<file path="config.mk">
export PLATFORM = sky130hd
export DESIGN_NAME = tcpu_top
export DESIGN_NICKNAME = d
export VERILOG_FILES = /design/src/rtl/tcpu_pkg.sv /design/src/rtl/tcpu_mem.sv /design/src/rtl/tcpu_alu.sv /design/src/rtl/tcpu_top.sv
export SDC_FILE = /design/constraint.sdc
export NUM_CORES = 1
export LEC_CHECK = 0
export BUFFER_PORTS_ARGS = -buffer_cell sky130_fd_sc_hd__buf_2
export CORE_UTILIZATION = 35
export DETAILED_ROUTE_END_ITERATION = 6
export PLACE_DENSITY_LB_ADDON = 0.08
export SLEW_MARGIN = 10
export SYNTH_ARGS = -nofsm -noshare
export SYNTH_HDL_FRONTEND = slang
export SYNTH_SLANG_ARGS = --single-unit
export TNS_END_PERCENT = 1
</file>
<file path="constraint.sdc">
create_clock -name clk_i -period 12.85 [get_ports clk_i]
set_input_delay 3.2125 -clock clk_i [delete_from_list [all_inputs] [get_ports clk_i]]
set_output_delay 3.2125 -clock clk_i [all_outputs]
set_load 0.005 [all_outputs]
</file>
<file path="src/rtl/tcpu_pkg.sv">
package tcpu_pkg;
  typedef enum logic [2:0] {
    OP_ADI = 3'b000,
    OP_ADM = 3'b001,
    OP_LDI = 3'b010,
    OP_STO = 3'b011,
    OP_JMP = 3'b100,
    OP_JPZ = 3'b101,
    OP_OUT = 3'b110,
    OP_HLT = 3'b111
  } op_e;
endpackage

</file>
<file path="src/rtl/tcpu_mem.sv">
module tcpu_mem #(
  parameter int DATA_W = 8,
  parameter int ADDR_W = 5
) (
  input  logic              clk_i,
  input  logic              rst_ni,
  input  logic              ld_we_i,
  input  logic [ADDR_W-1:0] ld_addr_i,
  input  logic [DATA_W-1:0] ld_data_i,
  input  logic              wr_en_i,
  input  logic [ADDR_W-1:0] wr_addr_i,
  input  logic [DATA_W-1:0] wr_data_i,
  input  logic [ADDR_W-1:0] rd_addr_i,
  output logic [DATA_W-1:0] rd_data_o
);
  localparam int DEPTH = 1 << ADDR_W;

  logic [DATA_W-1:0] mem_q [DEPTH];

  // preload port has priority over the core write port
  always_ff @(posedge clk_i) begin
    if (ld_we_i)      mem_q[ld_addr_i] <= ld_data_i;
    else if (wr_en_i) mem_q[wr_addr_i] <= wr_data_i;
  end

  assign rd_data_o = mem_q[rd_addr_i];

  p_preload_r11: assert property (@(posedge clk_i) disable iff (!rst_ni)
    ld_we_i |=> mem_q[$past(ld_addr_i)] == $past(ld_data_i));

  p_store_r5: assert property (@(posedge clk_i) disable iff (!rst_ni)
    (wr_en_i && !ld_we_i) |=> mem_q[$past(wr_addr_i)] == $past(wr_data_i));
endmodule

</file>
<file path="src/rtl/tcpu_alu.sv">
module tcpu_alu #(
  parameter int DATA_W = 8
) (
  input  logic [DATA_W-1:0] a_i,
  input  logic [DATA_W-1:0] b_i,
  output logic [DATA_W-1:0] sum_o,
  output logic              zero_o
);
  // carry out is dropped on purpose
  assign sum_o  = a_i + b_i;
  assign zero_o = (sum_o == '0);
endmodule

</file>
<file path="src/rtl/tcpu_top.sv">
module tcpu_top
  import tcpu_pkg::*;
#(
  parameter int DATA_W = 8,
  parameter int ADDR_W = 5
) (
  input  logic              clk_i,
  input  logic              rst_ni,
  input  logic              run_i,
  input  logic              prog_we_i,
  input  logic [ADDR_W-1:0] prog_addr_i,
  input  logic [DATA_W-1:0] prog_wdata_i,
  input  logic              data_we_i,
  input  logic [ADDR_W-1:0] data_addr_i,
  input  logic [DATA_W-1:0] data_wdata_i,
  output logic              out_valid_o,
  output logic [DATA_W-1:0] out_char_o,
  output logic              halted_o
);
  localparam int OP_W  = DATA_W - ADDR_W;
  localparam int EXT_W = DATA_W - ADDR_W;

  logic [ADDR_W-1:0] pc_q, pc_next, imm;
  logic [DATA_W-1:0] in_q, out_q, char_q;
  logic              zero_q, halted_q, strobe_q;
  logic [DATA_W-1:0] instr, dmem_rd, alu_b, alu_sum;
  logic              alu_zero, exec, jump_taken, is_add;
  logic [OP_W-1:0]   op_bits;
  op_e               op;

  tcpu_mem #(.DATA_W(DATA_W), .ADDR_W(ADDR_W)) i_prog_mem (
    .clk_i, .rst_ni,
    .ld_we_i(prog_we_i), .ld_addr_i(prog_addr_i), .ld_data_i(prog_wdata_i),
    .wr_en_i(1'b0), .wr_addr_i('0), .wr_data_i('0),
    .rd_addr_i(pc_q), .rd_data_o(instr)
  );

  assign op_bits = instr[DATA_W-1:ADDR_W];
  assign op      = op_e'(op_bits);
  assign imm     = instr[ADDR_W-1:0];
  assign exec    = run_i && !halted_q;

  tcpu_mem #(.DATA_W(DATA_W), .ADDR_W(ADDR_W)) i_data_mem (
    .clk_i, .rst_ni,
    .ld_we_i(data_we_i), .ld_addr_i(data_addr_i), .ld_data_i(data_wdata_i),
    .wr_en_i(exec && op == OP_STO), .wr_addr_i(imm), .wr_data_i(out_q),
    .rd_addr_i(imm), .rd_data_o(dmem_rd)
  );

  assign alu_b = (op == OP_ADI) ? {{EXT_W{1'b0}}, imm} : dmem_rd;

  tcpu_alu #(.DATA_W(DATA_W)) i_alu (
    .a_i(in_q), .b_i(alu_b), .sum_o(alu_sum), .zero_o(alu_zero)
  );

  assign is_add     = (op == OP_ADI) || (op == OP_ADM);
  assign jump_taken = (op == OP_JMP) || (op == OP_JPZ && zero_q);
  // increment sits after the target mux
  assign pc_next    = (jump_taken ? imm : pc_q) + 1'b1;

  always_ff @(posedge clk_i or negedge rst_ni) begin
    if (!rst_ni) begin
      pc_q     <= '0;
      in_q     <= '0;
      out_q    <= '0;
      zero_q   <= 1'b0;
      halted_q <= 1'b0;
      strobe_q <= 1'b0;
      char_q   <= '0;
    end else begin
      strobe_q <= exec && (op == OP_OUT);
      if (exec) begin
        if (op != OP_HLT) pc_q <= pc_next;
        case (op)
          OP_ADI, OP_ADM: begin
            out_q  <= alu_sum;
            zero_q <= alu_zero;
          end
          OP_LDI:  in_q     <= dmem_rd;
          OP_OUT:  char_q   <= dmem_rd;
          OP_HLT:  halted_q <= 1'b1;
          default: ;
        endcase
      end
    end
  end

  assign out_valid_o = strobe_q;
  assign out_char_o  = char_q;
  assign halted_o    = halted_q;

  p_halt_sticky_r9: assert property (@(posedge clk_i) disable iff (!rst_ni)
    halted_q |=> halted_q);
  p_halt_freeze_r9: assert property (@(posedge clk_i) disable iff (!rst_ni)
    halted_q |=> ($stable(pc_q) && !out_valid_o));
  p_idle_r10: assert property (@(posedge clk_i) disable iff (!rst_ni)
    !run_i |=> ($stable(pc_q) && $stable(in_q) && $stable(out_q) && $stable(zero_q)));
  p_seq_pc_r6: assert property (@(posedge clk_i) disable iff (!rst_ni)
    (exec && !jump_taken && op != OP_HLT) |=> pc_q == $past(pc_q) + 1'b1);
  p_jump_pc_r6: assert property (@(posedge clk_i) disable iff (!rst_ni)
    (exec && jump_taken) |=> pc_q == $past(imm) + 1'b1);
  p_in_kept_r3: assert property (@(posedge clk_i) disable iff (!rst_ni)
    (exec && is_add) |=> $stable(in_q));
  p_zero_kept_r7: assert property (@(posedge clk_i) disable iff (!rst_ni)
    !(exec && is_add) |=> $stable(zero_q));
  p_strobe_src_r8: assert property (@(posedge clk_i) disable iff (!rst_ni)
    out_valid_o |-> $past(exec && op == OP_OUT));
endmodule

</file>
==> metrics.txt <==
# TYPE chip_impl_metric gauge
chip_impl_metric{name="globalRouteTotalUtil",unit="%"} 16.5
chip_impl_metric{name="height_of_the_die",unit="um"} 254
chip_impl_info{name="min_path_type",value="reg -> reg"} 1
chip_impl_metric{name="routed_wire_length_per_instance",unit="um"} 24.1
chip_impl_metric{name="cts_buffer_depth",unit=""} 3
chip_impl_metric{name="fin_nets",unit=""} 1321
chip_impl_metric{name="numPortBuffers",unit=""} 40
chip_impl_metric{name="syn_inst",unit=""} 1221
chip_impl_metric{name="floorplan.initialDensity",unit="%"} 35.4
chip_impl_metric{name="tns",unit="ns"} 0
chip_impl_metric{name="syn2layout_area_growth",unit="%"} 13.3
chip_impl_info{name="synth_flop_cell",value="edfxtp_1"} 1
chip_impl_metric{name="ir_drop",unit="uV"} 273
chip_impl_metric{name="number_of_different_library_cells_in_the_post_synthesis_netlist",unit=""} 50
chip_impl_metric{name="totalWireLength",unit="um"} 52400
chip_impl_metric{name="cts.reportedPaths.clkPinSlew",unit="ns"} 0.06
chip_impl_metric{name="finalClockSkew",unit="ns"} 0.0149
chip_impl_metric{name="dp_hpwl",unit="um"} 31900
chip_impl_metric{name="first_global_vias",unit=""} 11214
chip_impl_metric{name="layout-drive-gt1-share",unit="%"} 24.4
chip_impl_metric{name="antenna_found_initial",unit=""} 0
chip_impl_metric{name="synth-edff-count",unit=""} 512
chip_impl_metric{name="final.fill_count",unit=""} 5731
chip_impl_metric{name="asyncSetResetFlopFracSynth",unit="%"} 5.88
chip_impl_metric{name="rows",unit=""} 92
chip_impl_metric{name="design.portCount",unit=""} 41
chip_impl_metric{name="slew_violations",unit=""} 0
chip_impl_metric{name="die_area",unit="sq mm"} 0.0647
chip_impl_metric{name="timing.final.hold_violations",unit=""} 0
chip_impl_metric{name="ys_warn_count",unit=""} 0
chip_impl_metric{name="pin_count_of_the_biggest_net_entering_global_routing",unit=""} 131
chip_impl_metric{name="finalCriticalPeriod",unit="ns"} 7.32
chip_impl_metric{name="remaining_drc_errors",unit=""} 0
chip_impl_metric{name="placeableCoreArea",unit="sq mm"} 0.0630
chip_impl_metric{name="pwr_per_cell_area",unit="mW/mm^2"} 271
chip_impl_info{name="worst_setup_path_endpoint",value="zero_q$_DFFE_PN0P_"} 1
chip_impl_info{name="status",value="finished, final reports clean"} 1
chip_impl_metric{name="placement.setup.worst_slack",unit="ns"} 5.43
chip_impl_metric{name="syn_area_per_cell",unit="sq um"} 18.3
chip_impl_metric{name="relSlewSlack",unit="%"} 19.0
chip_impl_metric{name="static-leakage-power",unit="nW"} 8.36
chip_impl_metric{name="fp.dieW",unit="um"} 254
chip_impl_metric{name="clock-sinks",unit=""} 544
chip_impl_metric{name="ys_seq_elements",unit=""} 544
chip_impl_metric{name="path_max_fanout",unit=""} 68
chip_impl_metric{name="ys_seq_area_share",unit="%"} 72.6
chip_impl_metric{name="data_arrival_critical_path",unit="ns"} 7.84
chip_impl_metric{name="ctsResizeCount",unit=""} 0
chip_impl_metric{name="worstRegToRegCells",unit=""} 19
chip_impl_info{name="regToRegStartpoint",value="pc_q[1]$_DFFE_PN0P_"} 1
chip_impl_metric{name="tritoncts.num_buffers",unit=""} 58
chip_impl_metric{name="ff_to_ff_setup_slack",unit="ns"} 5.53
chip_impl_metric{name="finalWeightedCongestion",unit=""} 0.733
chip_impl_metric{name="setup_slack",unit="ns"} 5.53
chip_impl_info{name="timing.critical_path.to_type",value="flip-flop"} 1
chip_impl_metric{name="required_worst_endpoint",unit="ns"} 13.37
chip_impl_metric{name="drt_pass1_iterations",unit=""} 5
chip_impl_info{name="worstSetupPathType",value="reg -> reg"} 1
chip_impl_metric{name="mappedNetlistArea",unit="sq mm"} 0.0223
chip_impl_metric{name="globalRoute.totalOverflow",unit=""} 0
chip_impl_metric{name="grt_pass1_wl",unit="um"} 77000
chip_impl_metric{name="drt-initial-drc-count",unit=""} 608
chip_impl_metric{name="vias_per_cell",unit=""} 5.03
chip_impl_metric{name="clock_insertion_delay_worst_skew",unit="ns"} 0.61
chip_impl_metric{name="ctsHoldBuffers",unit=""} 0
chip_impl_info{name="rsz0062_at_grt",value="no"} 1
chip_impl_info{name="cts_tree",value="built"} 1
chip_impl_metric{name="postSynthNetCount",unit=""} 1262
chip_impl_metric{name="final-setup-viol-count",unit=""} 0
chip_impl_metric{name="number_of_max_cap_violations",unit=""} 0
chip_impl_metric{name="timing.final.crit_share",unit="%"} 57.0
chip_impl_metric{name="ant_nets",unit=""} 0
chip_impl_info{name="crit_start",value="pc_q[1]$_DFFE_PN0P_"} 1
chip_impl_metric{name="worst_slew_pin_slew",unit="ns"} 1.21
chip_impl_metric{name="routed-via-count",unit=""} 10933
chip_impl_info{name="setup.worst_path.start_class",value="flip-flop"} 1
chip_impl_metric{name="cts_post_setup_buffers_inserted",unit=""} 0
chip_impl_metric{name="max_freq",unit="MHz"} 137
chip_impl_info{name="cts.root.buffer_cell",value="clkbuf_16"} 1
chip_impl_metric{name="n_antenna_cell",unit=""} 0
chip_impl_info{name="regToRegEndpoint",value="zero_q$_DFFE_PN0P_"} 1
chip_impl_metric{name="number_of_h_tree_branching_levels",unit=""} 2
worst min path at each step:
stage	startpoint	cells past startpoint	endpoint	slack (ns)
global route	halted_o$_DFFE_PN0P_	1	halted_o$_DFFE_PN0P_	0.52
CTS	halted_o$_DFFE_PN0P_	1	halted_o$_DFFE_PN0P_	0.48
floorplan	out_q[7]$_DFFE_PN0P_	2	out_q[7]$_DFFE_PN0P_	0.44
detailed placement	halted_o$_DFFE_PN0P_	1	halted_o$_DFFE_PN0P_	0.46
global placement	halted_o$_DFFE_PN0P_	1	halted_o$_DFFE_PN0P_	0.46
finish	halted_o$_DFFE_PN0P_	1	halted_o$_DFFE_PN0P_	0.47
metal layers:
layer | vias up | part of all wire (%) | track usage, %
met3 | 67 | 3.2 | 2.45
met1 | 5710 | 45 | 22.3
met5 | - | 0 | 0
li1 | 4976 | - | -
met2 | 180 | 50 | 27.9
met4 | 0 | 1.7 | 3.98
state kept, by name (all words and copies together) (netlist names):
register and flops:
i_data_mem.mem_q 256, zero_q 1, out_char_o 8, out_q 8
i_prog_mem.mem_q 256, out_valid_o 1, in_q 8, pc_q 5
halted_o 1
report_power, final:
| group | switching [mW] | total (mW) | internal [mW] |
|---|---|---|---|
| Sequential | 0.0750 | 2.09 | 2.01 |
| Clock | 0.689 | 1.69 | 1.00 |
| Combinational | 1.74 | 3.06 | 1.32 |
| Total | 2.51 | 6.84 | 4.33 |
layout by cell type (no fill, tap or decap), drive strengths merged, types with 16 or more instances in the layout:
master,netlist,layout
edfxtp,512,512
nor2,139,139
mux2i,100,100
mux4,94,94
mux2,74,74
clkbuf,13,72
a21oi,71,71
buf,45,57
dfrtp,32,32
clkinv,1,30
nand2,29,29
nand3,16,16
kinds of logic (layout without fill, tap and decap cells):
group	after synthesis	count (layout)	share of synthesized area, %
compound gates	107	107	2.71
xor+xnor	9	9	0.354
fa+ha+maj	10	10	0.595
buf+inv	70	178	1.82
flops	544	544	72.6
mux	268	268	17.9
simple gates	213	213	4.09
cell usage after synthesis, types with 7 or more instances:
library cell / number / area (sq um)
a21oi_1: 70 / 350
buf_2: 18 / 90.1
dfrtp_1: 32 / 801
mux2i_1: 96 / 961
clkbuf_1: 13 / 48.8
nand3_1: 16 / 80.1
mux2_2: 74 / 833
buf_4: 9 / 67.6
buf_1: 7 / 26.3
mux4_2: 94 / 2120
nand2_1: 29 / 109
nor2_1: 139 / 522
buf_6: 10 / 113
inv_1: 10 / 37.5
ha_1: 9 / 113
o21ai_0: 7 / 35.0
edfxtp_1: 512 / 15400
area by class of cell:
class                           count  area (sq um)  share of cell area, %
Tap cell                          846          1060                   4.19
Multi-Input combinational cell    607          5710                   22.6
Inverter                           12          45.0                  0.178
Clock buffer                       72          1570                   6.21
Clock inverter                     37           347                   1.37
Sequential cell                   544         16200                   64.1
Timing Repair Buffer               57           340                   1.35
stage by stage:
stage                     std cells  hold WS, ns  util [%]  instance area [sq um]  power, mW
after floorplan                1221        0.443         -                  22300       4.39
after global placement         2066        0.461      37.1                  23300       5.27
after detailed placement       2066        0.462      37.1                  23300       5.27
after CTS                      2175        0.475      40.1                  25300       6.97
after global routing           2175        0.518      40.1                  25300       7.21
final                          2175        0.474      40.1                  25300       6.84
critical path: stages, from the launching register on:
cell and delay (ns):
dfrtp_4 0.72, buf_4 0.65, mux4_2 0.59, mux4_2 0.55, mux2i_4 0.15, buf_4 0.57, buf_4 0.68, a21oi_1 0.15
mux4_2 0.49, mux2_2 0.29, mux2_2 0.27, ha_1 0.22, fa_1 0.43, nand3_1 0.08, nand2_1 0.07, xor2_1 0.16
or4_1 0.49, nor4_1 0.23, nand3_1 0.12, o31ai_1 0.19
No activity file was read; power rests on OpenSTA's default activity.
